## src/rtl/fsg_pkg.sv

```systemverilog
package fsg_pkg;
  typedef enum logic [1:0] {
    SCH_IDLE  = 2'd0,
    SCH_COUNT = 2'd1,
    SCH_HOLD  = 2'd2
  } sch_state_e;
endpackage

```

## src/rtl/fsg_link_track.sv

```systemverilog
// Per-link rising-edge detector and liveness monitor.
module fsg_link_track #(
  parameter int TW = 16
) (
  input  logic          clk,
  input  logic          rst,
  input  logic          vsync_i,
  input  logic [TW-1:0] timeout_i,
  output logic          rise_o,
  output logic          alive_o
);
  logic          vs_q;
  logic [TW-1:0] quiet_q;

  assign rise_o = vsync_i & ~vs_q;

  always_ff @(posedge clk) begin
    if (rst) begin
      vs_q    <= 1'b0;
      quiet_q <= '0;
      alive_o <= 1'b1;
    end else begin
      vs_q <= vsync_i;
      if (rise_o) begin
        quiet_q <= '0;
        alive_o <= 1'b1;
      end else begin
        if (quiet_q != '1) quiet_q <= quiet_q + 1'b1;
        if (timeout_i != '0 && quiet_q >= timeout_i - 1'b1) alive_o <= 1'b0;
      end
    end
  end
endmodule

```

## src/rtl/fsg_frame_win.sv

```systemverilog
// Frame window: tracks which links have shown their edge, finds the
// reference (last) edge, measures skew and frame period.
module fsg_frame_win #(
  parameter int NL = 4,
  parameter int CW = 13,
  parameter int PW = 20
) (
  input  logic          clk,
  input  logic          rst,
  input  logic [NL-1:0] rise_i,
  input  logic [NL-1:0] part_i,
  input  logic [CW-1:0] thr_i,
  output logic          close_o,
  output logic          open_o,
  output logic [PW-1:0] period_o,
  output logic          per_valid_o,
  output logic          err_o,
  output logic          sticky_o
);
  localparam int SW = CW + 1;

  logic [NL-1:0] seen_q, seen_nxt, hit;
  logic          open_q, act, over;
  logic [SW-1:0] skew_q, skew_now;
  logic [PW-1:0] per_q;

  assign hit      = rise_i & part_i;
  assign act      = open_q | (|hit);
  assign seen_nxt = (open_q ? seen_q : '0) | hit;
  assign close_o  = act && (part_i != '0) && ((part_i & ~seen_nxt) == '0);
  assign skew_now = open_q ? skew_q : '0;
  assign over     = (thr_i != '0) && (skew_now > {1'b0, thr_i});
  assign period_o = (per_q == '1) ? per_q : per_q + 1'b1;
  assign open_o   = open_q;

  always_ff @(posedge clk) begin
    if (rst) begin
      seen_q      <= '0;
      open_q      <= 1'b0;
      skew_q      <= '0;
      per_q       <= '0;
      per_valid_o <= 1'b0;
      err_o       <= 1'b0;
      sticky_o    <= 1'b0;
    end else begin
      err_o <= 1'b0;
      if (per_q != '1) per_q <= per_q + 1'b1;
      if (close_o) begin
        seen_q      <= '0;
        open_q      <= 1'b0;
        skew_q      <= '0;
        per_q       <= '0;
        per_valid_o <= 1'b1;
        err_o       <= over;
        if (over) sticky_o <= 1'b1;
      end else if (act) begin
        open_q <= 1'b1;
        seen_q <= seen_nxt;
        if (!open_q)           skew_q <= {{(SW-1){1'b0}}, 1'b1};
        else if (skew_q != '1) skew_q <= skew_q + 1'b1;
      end
    end
  end
endmodule

```

## src/rtl/fsg_fire_sched.sv

```systemverilog
// Frame divider, signed-margin scheduler and fixed-length pulse shaper.
module fsg_fire_sched
  import fsg_pkg::*;
#(
  parameter int CW    = 13,
  parameter int PW    = 20,
  parameter int DW    = 4,
  parameter int PULSE = 8
) (
  input  logic          clk,
  input  logic          rst,
  input  logic          close_i,
  input  logic          win_open_i,
  input  logic [PW-1:0] period_i,
  input  logic          per_valid_i,
  input  logic [DW-1:0] div_i,
  input  logic [CW-1:0] margin_i,
  input  logic          neg_i,
  input  logic          wait_all_i,
  output logic          fsync_o
);
  localparam int LW = (PULSE > 2) ? $clog2(PULSE) : 1;

  sch_state_e    state_q;
  logic [PW-1:0] cnt_q, dly, margin_x;
  logic [DW-1:0] div_q;
  logic [LW-1:0] len_q;
  logic          trig, arm, block, due, fire_old, imm, fire;

  assign margin_x = {{(PW-CW){1'b0}}, margin_i};
  assign trig     = close_i && (div_q == '0);

  always_comb begin
    if (!neg_i) begin
      arm = trig;
      dly = margin_x;
    end else begin
      arm = trig && per_valid_i;
      dly = (period_i > margin_x) ? period_i - margin_x : '0;
    end
  end

  assign block    = wait_all_i && win_open_i && !close_i;
  assign due      = (state_q == SCH_COUNT) && (cnt_q == {{(PW-1){1'b0}}, 1'b1});
  assign fire_old = ((state_q == SCH_HOLD) || due) && !block;
  assign imm      = arm && (dly == '0);
  assign fire     = fire_old | imm;

  always_ff @(posedge clk) begin
    if (rst) begin
      state_q <= SCH_IDLE;
      cnt_q   <= '0;
      div_q   <= '0;
    end else begin
      if (close_i) div_q <= (div_q == '0) ? div_i : div_q - 1'b1;
      if (arm && dly != '0) begin
        state_q <= SCH_COUNT;
        cnt_q   <= dly;
      end else if (fire_old) begin
        state_q <= SCH_IDLE;
      end else if (due && block) begin
        state_q <= SCH_HOLD;
      end else if (state_q == SCH_COUNT) begin
        cnt_q <= cnt_q - 1'b1;
      end
    end
  end

  always_ff @(posedge clk) begin
    if (rst) begin
      fsync_o <= 1'b0;
      len_q   <= '0;
    end else if (fire && !fsync_o) begin
      fsync_o <= 1'b1;
      len_q   <= LW'(PULSE - 1);
    end else if (fsync_o) begin
      if (len_q == '0) fsync_o <= 1'b0;
      else             len_q   <= len_q - 1'b1;
    end
  end
endmodule

```

## src/rtl/mlink_fsync_gen.sv

```systemverilog
module mlink_fsync_gen
  import fsg_pkg::*;
#(
  parameter int NLINK     = 4,
  parameter int CW        = 13,
  parameter int DW        = 4,
  parameter int PW        = 20,
  parameter int TW        = 16,
  parameter int PULSE_LEN = 8
) (
  input  logic             clk,
  input  logic             rst,
  input  logic [NLINK-1:0] vsync_i,
  input  logic [NLINK-1:0] link_en_i,
  input  logic [DW-1:0]    div_i,
  input  logic [CW-1:0]    margin_i,
  input  logic             margin_neg_i,
  input  logic [CW-1:0]    skew_thr_i,
  input  logic             wait_all_i,
  input  logic             vs_inv_i,
  input  logic [TW-1:0]    timeout_i,
  output logic             fsync_o,
  output logic             vsync_o,
  output logic             skew_err_o,
  output logic             skew_sticky_o,
  output logic [NLINK-1:0] link_alive_o
);
  logic [NLINK-1:0] rise_w, part_w;
  logic [PW-1:0]    period_w;
  logic             close_w, open_w, per_valid_w;

  for (genvar g = 0; g < NLINK; g++) begin : g_link
    fsg_link_track #(.TW(TW)) u_trk (
      .clk       (clk),
      .rst       (rst),
      .vsync_i   (vsync_i[g]),
      .timeout_i (timeout_i),
      .rise_o    (rise_w[g]),
      .alive_o   (link_alive_o[g])
    );
  end

  assign part_w = link_en_i & link_alive_o;

  fsg_frame_win #(.NL(NLINK), .CW(CW), .PW(PW)) u_win (
    .clk         (clk),
    .rst         (rst),
    .rise_i      (rise_w),
    .part_i      (part_w),
    .thr_i       (skew_thr_i),
    .close_o     (close_w),
    .open_o      (open_w),
    .period_o    (period_w),
    .per_valid_o (per_valid_w),
    .err_o       (skew_err_o),
    .sticky_o    (skew_sticky_o)
  );

  fsg_fire_sched #(.CW(CW), .PW(PW), .DW(DW), .PULSE(PULSE_LEN)) u_sch (
    .clk         (clk),
    .rst         (rst),
    .close_i     (close_w),
    .win_open_i  (open_w),
    .period_i    (period_w),
    .per_valid_i (per_valid_w),
    .div_i       (div_i),
    .margin_i    (margin_i),
    .neg_i       (margin_neg_i),
    .wait_all_i  (wait_all_i),
    .fsync_o     (fsync_o)
  );

  always_ff @(posedge clk) begin
    if (rst) vsync_o <= 1'b0;
    else     vsync_o <= (|(vsync_i & part_w)) ^ vs_inv_i;
  end
endmodule

```

## config.mk

```make
export PLATFORM = sky130hd
export DESIGN_NAME = mlink_fsync_gen
export DESIGN_NICKNAME = d
export VERILOG_FILES = /design/src/rtl/fsg_pkg.sv /design/src/rtl/fsg_link_track.sv /design/src/rtl/fsg_frame_win.sv /design/src/rtl/fsg_fire_sched.sv /design/src/rtl/mlink_fsync_gen.sv
export SDC_FILE = /design/constraint.sdc
export NUM_CORES = 1
export LEC_CHECK = 0
export BUFFER_PORTS_ARGS = -buffer_cell sky130_fd_sc_hd__buf_4
export CAP_MARGIN = 30
export CORE_MARGIN = 4
export CORE_UTILIZATION = 60
export DETAILED_ROUTE_END_ITERATION = 7
export PLACE_DENSITY_LB_ADDON = 0.3
export SLEW_MARGIN = 0
export SYNTH_ARGS = -nofsm -noshare
export SYNTH_HDL_FRONTEND = slang
export SYNTH_SLANG_ARGS = --single-unit
```

## constraint.sdc

```tcl
create_clock -name clk -period 8.69 [get_ports clk]
set_clock_uncertainty 0.1 [all_clocks]
set_input_delay 1.738 -clock clk [delete_from_list [all_inputs] [get_ports clk]]
set_output_delay 1.738 -clock clk [all_outputs]
set_load 0.1 [all_outputs]
```

### Word level (Yosys, flattened, before mapping)

Index checks and enable logic that the tools add are counted.
W data, S select, Z words.

| word-level totals | value |
|---|---|
| register bits | 145 |
| output and inout bits | 8 |
| input port bits | 59 |
| memories kept | 0 |
| bits in latches | 0 |
| memory bits (writable) | 0 |
| memory bits (read-only) | 0 |

| operators by class | value |
|---|---|
| div/mod/pow operators | 0 |
| eq/ne operators | 14 |
| mux-type cells | 22 |
| shifts and indexed selects | 0 |
| bitwise logic cells | 18 |
| multipliers | 0 |
| reduce and logical (&&, ||, !) cells | 45 |
| order comparisons | 6 |
| add/subtract/negate cells | 11 |

Operator list:

| operator | count |
|---|---|
| $mux W20 | 7 |
| $add A16 B1 Y16 const B | 4 |
| $ge A16 B16 Y1 | 4 |
| $ne A16 B16 Y1 const B | 4 |
| $mux W14 | 3 |
| $add A20 B1 Y20 const B | 1 |
| $eq A20 B1 Y1 const B | 1 |
| $eq A20 B20 Y1 const B | 1 |
| $gt A20 B13 Y1 | 1 |
| $logic_not A20 Y1 | 1 |
| $ne A20 B20 Y1 const B | 1 |
| $reduce_bool A20 Y1 | 1 |
| $sub A20 B1 Y20 const B | 1 |
| $sub A20 B13 Y20 | 1 |
| $logic_and A1 B1 Y1 | 17 |
| $and A4 B4 Y4 | 4 |
| $reduce_bool A16 Y1 | 1 |
| $sub A16 B1 Y16 const B | 1 |
| $add A14 B1 Y14 const B | 1 |
| $gt A14 B13 Y1 | 1 |
| $ne A14 B14 Y1 const B | 1 |
| $reduce_bool A13 Y1 | 1 |
| $reduce_or A2 Y1 | 6 |
| $mux W3 | 3 |
| other kinds (25) | 49 |

### Depth between registers and ports, before layout

Gate-level depths: netlist (run 1).

| logic depth | value |
|---|---|
| word-level depth | 16 |
| mapped depth | 21 |
| gate-level depth less buffers | 18 |

### By module

A second synthesis (run 1) with hierarchy kept.

| second synthesis, totals | value |
|---|---|
| cells, all modules | 1465 |
| area total of the unflattened synthesis | 11832.6 um^2 |

By module, submodules not included:

| module | area each (um^2) | seq. area each (um^2) | times used | cells an instance |
|---|---|---|---|---|
| fsg_link_track at g_link[0].u_trk ... | 1512.7 | 360.3 | 3 | 186 |
| fsg_fire_sched | 3089.2 | 600.6 | 1 | 394 |
| fsg_frame_win | 2567.5 | 840.8 | 1 | 309 |
| fsg_link_track at g_link[3].u_trk | 1540.2 | 360.3 | 1 | 191 |
| mlink_fsync_gen | 97.6 | 20.0 | 1 | 13 |

### Worst setup path before layout (run 1)

Ideal clock, no wire load.

| timing | value |
|---|---|
| kind | input-to-reg |
| from | input port margin_i[4] |
| to | register u_sch.cnt_q[1] |
| data arrival time | 4.626 ns |
| slack | 3.843 ns |
| stages on the path | 12 |
| required time | 8.469 ns |
| path buffers | 1 |
| cells stage by stage | inv_1 > ha_1 > and2_1 > a221oi_2 > a21oi_1 > a2111o_1 > a2111oi_0 > o2111ai_1 > nor4_4 > a311o_1 > buf_4 > mux2_2 |

| on the way | value |
|---|---|
| word-level cells in the longest chain between the ends | 7 |

RTL lines:

| what | RTL line | source |
|---|---|---|
| start: declaration | mlink_fsync_gen.sv:16 | `input logic [CW-1:0] margin_i,` |
| $sub A20 B13 Y20 or $gt A20 B13 Y1 (tied branches) | fsg_fire_sched.sv:39 | `dly = (period_i > margin_x) ? period_i - margin_x : '0;` |
| $mux W20 | fsg_fire_sched.sv:39 |  |
| $mux W20 (*) | fsg_fire_sched.sv:34 | `if (!neg_i) begin` |
| $reduce_bool A20 Y1 | fsg_fire_sched.sv:56 | `if (arm && dly != '0) begin` |
| $logic_and A1 B1 Y1 | fsg_fire_sched.sv:56 |  |
| $ne A2 B2 Y1 (no line) (tied with other cells) | n/a |  |
| $reduce_and A3 Y1 (no line) | n/a |  |
| end signal: assignment | fsg_fire_sched.sv:58 | `cnt_q <= dly;` |
| end signal: assignment | fsg_fire_sched.sv:64 | `cnt_q <= cnt_q - 1'b1;` |
| end: declaration | fsg_fire_sched.sv:25 | `logic [PW-1:0] cnt_q, dly, margin_x;` |

Every way passes the cells marked *; elsewhere a longest branch is shown, timed or not.
A chain may end at the register's enable or synchronous reset.

### Worst setup path after layout (run 1)

| timing | value |
|---|---|
| from | register u_win.per_q[0] |
| to | register u_sch.cnt_q[7] |

| on the way | value |
|---|---|
| word-level cells in the longest chain between the ends | 9 |

RTL lines:

| what | RTL line | source |
|---|---|---|
| start: declaration | fsg_frame_win.sv:25 | `logic [PW-1:0] per_q;` |
| start signal: assignment | fsg_frame_win.sv:47 | `if (per_q != '1) per_q <= per_q + 1'b1;` |
| $add A20 B1 Y20 or $eq A20 B20 Y1 (tied branches) | fsg_frame_win.sv:33 | `assign period_o = (per_q == '1) ? per_q : per_q + 1'b1;` |
| $mux W20 (*) | fsg_frame_win.sv:33 |  |
| $sub A20 B13 Y20 or $gt A20 B13 Y1 (tied branches) | fsg_fire_sched.sv:39 |  |
| $mux W20 (*) | fsg_fire_sched.sv:39 |  |
| $mux W20 (*) | fsg_fire_sched.sv:34 |  |
| $reduce_bool A20 Y1 | fsg_fire_sched.sv:56 |  |
| $logic_and A1 B1 Y1 | fsg_fire_sched.sv:56 |  |
| $ne A2 B2 Y1 (no line) (tied with other cells) | n/a |  |
| $reduce_and A3 Y1 (no line) | n/a |  |

Marked as above.

==> results.cfg, run 1 <==
[logic_synthesis]
yosysTopAreaCell = dfxtp_1
async_flop_share_pct = 0
synthFlopType = dfxtp_1
ys_warn_count = 0
synthCells = 1243
synth.area.top_cells = dfxtp_1, ha_1, nor2_1
ys_seq_area_share_pct = 28.7
syn_nets = 1405
synth_enable_flop_cells = 0
synth_cell_type_count = 69
synth_area_per_cell_um2 = 8.13
synth.top_cell.area_share_pct = 28.7
synth_area_um2 = 10100
ys_ff_latch = 145

[pwr]
p_total_w = 0.00170
powerDensity_nw_per_um2 = 150
p_leak_nw = 4.87
ir_drop_mv = 0.143

[worst_setup_path]
critPathMaxFanout = 13
arrival_ps = 6010
cp-end-kind = flop
critPathLaunchType = flop
critPathKind = flop to flop
crit_required_ps = 8910

[detailed_routing]
wire_per_inst_um = 16.2
viasPerCell = 5.99
drc = 0
firstDrtPassIters = 5
ant_nets = 0
drtIter0Drc = 635
routed_wl_mm = 24.6
vias = 9122

[placement]
port_buffers = 66
dp_hpwl_mm = 18.2
gp_congestion = 0.915

[clock_network]
clk_pin_slew_worst_paths_ps = 60
cts_buffer_depth = 2
clkLatencyLatePin_ps = 430
cts_tree = done
post-cts-setup-buffers = 0
htreeDepth = 4
cts_hold_buf = 0
cts_buffers = 17
clock_sinks = 145
cts-resized-gates = 0
cts_root_buf = clkbuf_16

[timing]
grt_setup_unrepaired = false
worst_pin_slew_ps = 965
period_share_pct = 66.7
fin_tns_setup_ps = 0
finalCriticalPeriod_ps = 5790
setup_viol = 0
hold_violations = 0
fmax_ghz = 0.173
hold_ws_ps = 363
max_slew_margin_pct = 34.8
finalMaxSlewViolations = 0

[floorplan]
initial_utilization_pct = 61.2
rows = 47
die_x_um = 138
core-area_um2 = 16500
pin_count = 67
die_height_um = 138
dieArea_um2 = 19000

[global_route]
grt_usage_pct = 26.4
grt_max_degree = 51
grt_pass1_wl_mm = 40.4
gr-total-overflow = 0
grt_antenna_before_repair = 1
grt_pass1_vias = 8478

[cells_and_area]
antenna_cells = 0
drive_gt1_share_pct = 9.82
nets = 1454
area_growth_pct = 12.1
layout_common_cells = nor2_1, dfxtp_1, ha_1
fillers = 1331

[outcome]
outcome = completed

[flow_run]
cap_violations = 0

[worst_hold_path]
worstHoldPathType = flop to flop
[cell usage after synthesis (14+ instances only)]
cell,count
and2_1,16
clkbuf_1,31
xor2_1,53
o21ai_0,41
xnor2_1,58
nand2b_1,19
a21oi_1,70
and3_1,17
and4_1,14
ha_1,102
nand2_1,86
dfxtp_1,145
inv_1,54
nor4_1,21
nand3_1,80
nor2_1,145
nand4_1,32
nor3_1,37
nor2b_1,33
a21o_1,36
[final timing paths]
path / from / end / slack [ps] / cells past startpoint
max: u_win.per_q[0]$_SDFFE_PP0N_ / u_sch.cnt_q[7]$_SDFFE_PP0P_ / 2900 / 18
min: u_win.sticky_o$_SDFFE_PP0P_ / u_win.sticky_o$_SDFFE_PP0P_ / 360 / 1
max reg2reg: u_win.per_q[0]$_SDFFE_PP0N_ / u_sch.cnt_q[7]$_SDFFE_PP0P_ / 2900 / 18
min reg2reg: u_win.sticky_o$_SDFFE_PP0P_ / u_win.sticky_o$_SDFFE_PP0P_ / 360 / 1
[area by class of cell]
| class | instances | area [µm²] | share of cell area (%) |
|---|---|---|---|
| clock buffers | 22 | 474 | 4.19 |
| clock inverters | 9 | 130 | 1.15 |
| inverters | 54 | 203 | 1.79 |
| multi-input cells | 1007 | 6840 | 60.4 |
| flip-flops and latches | 145 | 2900 | 25.6 |
| well taps | 220 | 275 | 2.43 |
| repair buffers | 67 | 503 | 4.44 |
[critical path, stage by stage (launching register included)]
cell       delay, ps
dfxtp_1          410
ha_1             280
nand4_1          140
nor4_2           280
nor2b_1          500
or3_1            260
nor2_1            90
and3_1           200
xor2_1           150
ha_1             410
a21oi_1          300
nand2_1           80
a311oi_1         360
nor2_1           210
a2bb2oi_1        190
o41a_1           520
nor2_1           270
a311o_1          530
mux2_2           390
[cells by family after synthesis]
kind of cell | Yosys count | synth area share, %
mux | 23 | 2.69
xor+xnor | 111 | 9.62
buf+inv | 91 | 3.64
flops | 145 | 28.7
compound gates | 222 | 14.4
simple gates | 548 | 28.1
fa+ha+maj | 103 | 12.8
[registers in the layout (all words and copies together) (netlist names)]
register / cells
u_win.skew_q: 14
u_sch.state_q: 2
u_win.open_o: 1
u_win.per_q: 20
g_link.u_trk.alive_o: 4
g_link.u_trk.quiet_q: 64
u_sch.len_q: 3
u_win.err_o: 1
u_sch.cnt_q: 20
vsync_o: 1
g_link.u_trk.vs_q: 4
u_sch.div_q: 4
u_win.per_valid_o: 1
u_sch.fsync_o: 1
u_win.sticky_o: 1
u_win.seen_q: 4
[through the flow]
step / util (%) / area, µm² / setup slack (ps) / cells
3_5_place_dp: 64.9 / 10700 / 3010 / 1493
3_3_place_gp: 64.9 / 10700 / 3110 / 1493
5_1_grt: 68.6 / 11300 / 2510 / 1524
4_1_cts: 68.6 / 11300 / 3010 / 1524
2_1_floorplan: - / 10100 / 3840 / 1243
6_report: 68.6 / 11300 / 2900 / 1524
[routing by layer]
metal | track usage (%) | vias up | part of all wire, %
met5 | 0 | - | 0.081
met4 | 9.17 | 2 | 2.7
met3 | 5.11 | 58 | 5.2
met2 | 44.5 | 255 | 47
met1 | 33.8 | 4257 | 45
li1 | - | 4550 | -
[where the power goes]
part / switching, W / total, W / internal [W]
Combinational: 0.000136 / 0.000235 / 0.0000990
Clock: 0.000289 / 0.000762 / 0.000473
Sequential: 0.0000199 / 0.000704 / 0.000684
Total: 0.000445 / 0.00170 / 0.00126
No activity file was read; power rests on OpenSTA's default activity.
==> inputs of run 2 (changes only) <==
clock period = 5.9 ns   (was 8.69 ns; I/O delays follow)
==> results.cfg, run 2 (same netlist as run 1, synthesis figures left out) <==
[floorplan]
core-area_um2 = 16500
dieArea_um2 = 19000
pin_count = 67
die_x_um = 138
die_height_um = 138
rows = 47
initial_utilization_pct = 61.2

[worst_setup_path]
critPathLaunchType = flop
cp-end-kind = flop
crit_required_ps = 6130
arrival_ps = 5660
critPathKind = flop to flop
r2r.worst_path.cells = 17
critPathMaxFanout = 13

[timing]
finalCriticalPeriod_ps = 5440
setup_viol = 0
fmax_ghz = 0.184
finalMaxSlewViolations = 0
max_slew_margin_pct = 31.0
hold_violations = 0
fin_tns_setup_ps = 0
worst_slack_ps = 465
worst_pin_slew_ps = 1030
grt_setup_unrepaired = false
period_share_pct = 92.1

[pwr]
p_leak_nw = 4.86
powerDensity_nw_per_um2 = 216
ir_drop_mv = 0.217
p_total_w = 0.00245

[detailed_routing]
drtIter0Drc = 751
wire_per_inst_um = 16.2
vias = 9207
drc = 0
viasPerCell = 6.03
ant_nets = 0
routed_wl_mm = 24.7
firstDrtPassIters = 5

[cells_and_area]
antenna_cells = 0
fin_util_pct = 68.5
largest_reg_flops = 64
layout_common_cells = nor2_1, dfxtp_1, ha_1
top_regs = g_link.u_trk.quiet_q: 64 flops, u_sch.cnt_q: 20 flops, u_win.per_q: 20 flops
stdcell_area_um2 = 11300
area_growth_pct = 12.0
nets = 1455
drive_gt1_share_pct = 10.3
top_register = g_link.u_trk.quiet_q

[clock_network]
post-cts-setup-buffers = 0
clk_pin_slew_worst_paths_ps = 70
clock_sinks = 145
cts_buffers = 17
htreeDepth = 4
cts_root_buf = clkbuf_16
clkLatencyLatePin_ps = 440
cts_buffer_depth = 2
cts_tree = done

[outcome]
outcome = completed

[placement]
dp_hpwl_mm = 18.1
port_buffers = 66
gp_congestion = 0.929
placed_area_um2 = 10700
post-place-ws_ps = 337

[global_route]
grt_pass1_vias = 8711
grt_antenna_before_repair = 1
gr-total-overflow = 0
grt_max_degree = 51
grt_pass1_wl_mm = 40.9
grt_usage_pct = 26.8

[worst_hold_path]
worstHoldPathType = flop to flop
hold_depth = 2

[flow_run]
cap_violations = 0
## run 2: path summary, 6_finish.rpt
check	start	endpoint	slack (ps)
worst max register to register	u_win.per_q[0]$_SDFFE_PP0N_	u_sch.cnt_q[1]$_SDFFE_PP0P_	460
worst max-delay path	u_win.per_q[0]$_SDFFE_PP0N_	u_sch.cnt_q[1]$_SDFFE_PP0P_	460
worst min register to register	u_win.seen_q[0]$_SDFFE_PP0P_	u_win.seen_q[0]$_SDFFE_PP0P_	360
worst min-delay path	u_win.seen_q[0]$_SDFFE_PP0P_	u_win.seen_q[0]$_SDFFE_PP0P_	360
## run 2: what timing repair did
| item | 4_1_cts | 5_1_grt |
|---|---|---|
| resized for setup | 0 | 2 |
| endpoints found under the setup margin | 0 | 19 |
| hold buffers | 0 | 0 |
## run 2: metal layers
metal | vias to the layer above | track usage [%] | wire [µm] | share of wire [%]
li1 | 4566 | - | - | -
met1 | 4275 | 34.3 | 10900 | 44
met2 | 285 | 43.7 | 11600 | 47
met3 | 79 | 5.62 | 1330 | 5.4
met4 | 2 | 11.6 | 852 | 3.4
met5 | - | 0 | 20 | 0.081
## run 2: metrics by stage
stage	std cells	hold slack [ps]
2_1_floorplan	1243	336
3_3_place_gp	1494	343
3_5_place_dp	1494	351
4_1_cts	1526	361
5_1_grt	1526	384
6_report	1526	363
## run 2: critical path, cell delays in order (launching register included)
cell       delay, ps
dfxtp_1          410
ha_1             280
nand4_1          130
nor4_2           300
nand3_1          290
xnor2_1          380
ha_1             240
inv_1             50
fa_1             410
a211oi_1         340
nor2_1           170
a311oi_1         390
nor2_1           190
a2bb2oi_1        180
o41a_1           510
nor2_1           280
a311o_2          330
mux2_2           360
## run 2: final cells by class
cell class	count	area (µm²)
flip-flops and latches	145	2900
fillers	1356	5210
repair buffers	68	510
inverters	54	203
multi-input cells	1007	6850
clock buffers	18	439
well taps	220	275
clock inverters	14	143
## run 2: report_power, final
group	switching, W	leakage, nW	internal, W
Clock	0.000492	0.288	0.000573
Combinational	0.000202	3.40	0.000146
Sequential	0.0000290	1.17	0.00101
Total	0.000723	4.86	0.00173
==> inputs of run 3 (changes only) <==
CTS_BUF_LIST = sky130_fd_sc_hd__clkbuf_2   (was default)
SLEW_MARGIN = 10   (was 0)
clock period = 6.5 ns   (was 5.9 ns; I/O delays follow)
==> results.cfg, run 3 (same netlist as run 1, synthesis figures left out) <==
[outcome]
outcome = completed

[global_route]
grt_pass1_vias = 8459
grt_usage_pct = 25.4
grt_max_degree = 51
grt_pass1_wl_mm = 39.2
grt_antenna_before_repair = 3
gr-total-overflow = 0

[worst_hold_path]
holdPathEnd = u_win.seen_q[0]$_SDFFE_PP0P_
worstHoldPathType = flop to flop
worstHoldStart = u_win.seen_q[0]$_SDFFE_PP0P_
hold_depth = 2

[timing]
fin_tns_setup_ps = 0
worst_slack_ps = 819
worst_pin_slew_ps = 936
hold_ws_ps = 376
finalMaxSlewViolations = 0
setup_viol = 0
period_share_pct = 87.4
finalCriticalPeriod_ps = 5680
fmax_ghz = 0.176
hold_violations = 0
max_slew_margin_pct = 36.8
grt_setup_unrepaired = false

[placement]
gp_congestion = 0.931
post-place-ws_ps = 918
port_buffers = 66
placed_area_um2 = 10700
dp_hpwl_mm = 17.8

[floorplan]
rows = 47
die_height_um = 138
dieArea_um2 = 19000
core-area_um2 = 16500
die_x_um = 138
pin_count = 67
initial_utilization_pct = 61.2

[worst_setup_path]
timing.rr.start = u_win.per_q[0]$_SDFFE_PP0N_
r2r-end = u_sch.cnt_q[7]$_SDFFE_PP0P_
cp-end-kind = flop
r2r_slack_ps = 820
critPathMaxFanout = 10
cp_slowest_stage_delay_ps = 560
crit_path_cell_trace = ha_1, nand4_1, nor4_2, nor2b_1, nor2_1, nand2_1, xnor2_1, ha_1, and2_1, a221oi_2, a21oi_1, a2111o_1, a2111oi_0, o2111ai_1, nor4_4, a311o_1, mux2_2
cpMostUsedCell = ha_1
critPathKind = flop to flop
slowest_stage = a311o_1
r2r.worst_path.cells = 17
critPathLaunchType = flop
arrival_ps = 6250
crit_required_ps = 7070

[cells_and_area]
multi_input_area_um2 = 6840
top_register = g_link.u_trk.quiet_q
nets = 1455
area_growth_pct = 8.74
stdcell_area_um2 = 11000
largest_reg_flops = 64
top_regs = g_link.u_trk.quiet_q: 64 flops, u_sch.cnt_q: 20 flops, u_win.per_q: 20 flops
fillers = 1394
drive_gt1_share_pct = 10.1
layout_common_cells = nor2_1, dfxtp_1, ha_1
seqCellArea_um2 = 2900

[clock_network]
cts_root_buf = clkbuf_2
post-cts-setup-buffers = 0
cts_buffers = 17
clk_pin_slew_worst_paths_ps = 230
clkLatencyLatePin_ps = 750
cts_buffer_depth = 2
cts_hold_buf = 0
clock_sinks = 145
cts_tree = done
cts-resized-gates = 0
htreeDepth = 4

[pwr]
p_total_w = 0.00179
p_leak_nw = 4.71
ir_drop_mv = 0.105
powerDensity_nw_per_um2 = 163

[flow_run]
cap_violations = 0

[detailed_routing]
drtIter0Drc = 607
routed_wl_mm = 23.4
drc = 0
ant_nets = 0
viasPerCell = 5.89
firstDrtPassIters = 5
vias = 9020
wire_per_inst_um = 15.3
run 3: layout make-up:
cell class | count | share of cell area, %
Antenna cell | 5 | 0.114
Inverter | 54 | 1.84
Sequential cell | 145 | 26.4
Clock inverter | 14 | 1.42
Timing Repair Buffer | 68 | 4.62
Multi-Input combinational cell | 1007 | 62.3
Tap cell | 220 | 2.50
Clock buffer | 18 | 0.820
run 3: critical path, delay by kind of cell (launching register included):
kind | cells | cell delay, ps
adders and majority gates | 2 | 630
xor gates and xnor gates | 1 | 190
muxes | 1 | 400
AOI/OAI and AO/OA | 6 | 2110
and+or+nand+nor | 7 | 1740
DFF | 1 | 460
run 3: where the power goes:
| group | internal (W) | switching [W] | total [W] |
|---|---|---|---|
| Clock | 0.000182 | 0.000355 | 0.000537 |
| Sequential | 0.000916 | 0.0000259 | 0.000942 |
| Combinational | 0.000132 | 0.000178 | 0.000311 |
run 3: how the worst max path moves through the flow:
stage                     cells after the start                   startpoint                            to  slack (ps)
after floorplan                              20  u_win.per_q[0]$_SDFFE_PP0N_  u_sch.cnt_q[10]$_SDFFE_PP0P_        1720
after global placement                       17  u_win.per_q[0]$_SDFFE_PP0N_   u_sch.cnt_q[1]$_SDFFE_PP0P_        1060
after detailed placement                     17  u_win.per_q[0]$_SDFFE_PP0N_   u_sch.cnt_q[7]$_SDFFE_PP0P_         920
after CTS                                    17  u_win.per_q[0]$_SDFFE_PP0N_   u_sch.cnt_q[7]$_SDFFE_PP0P_         870
after global routing                         18  u_win.per_q[0]$_SDFFE_PP0N_   u_sch.cnt_q[7]$_SDFFE_PP0P_         340
final                                        17  u_win.per_q[0]$_SDFFE_PP0N_   u_sch.cnt_q[7]$_SDFFE_PP0P_         820
run 3: metal layers:
layer | vias to the layer above | GRT usage, % | share of wire, %
met5 | - | 0 | 0.12
met4 | 4 | 9.28 | 2.5
met3 | 59 | 5.08 | 5.3
met2 | 227 | 42.6 | 47
met1 | 4159 | 32.5 | 45
li1 | 4571 | - | -
run 3: stage by stage:
step	instances	utilization, %
floorplan	1243	-
global placement	1493	64.9
detailed placement	1493	64.9
CTS	1525	66.4
global route	1531	66.5
finish	1531	66.5
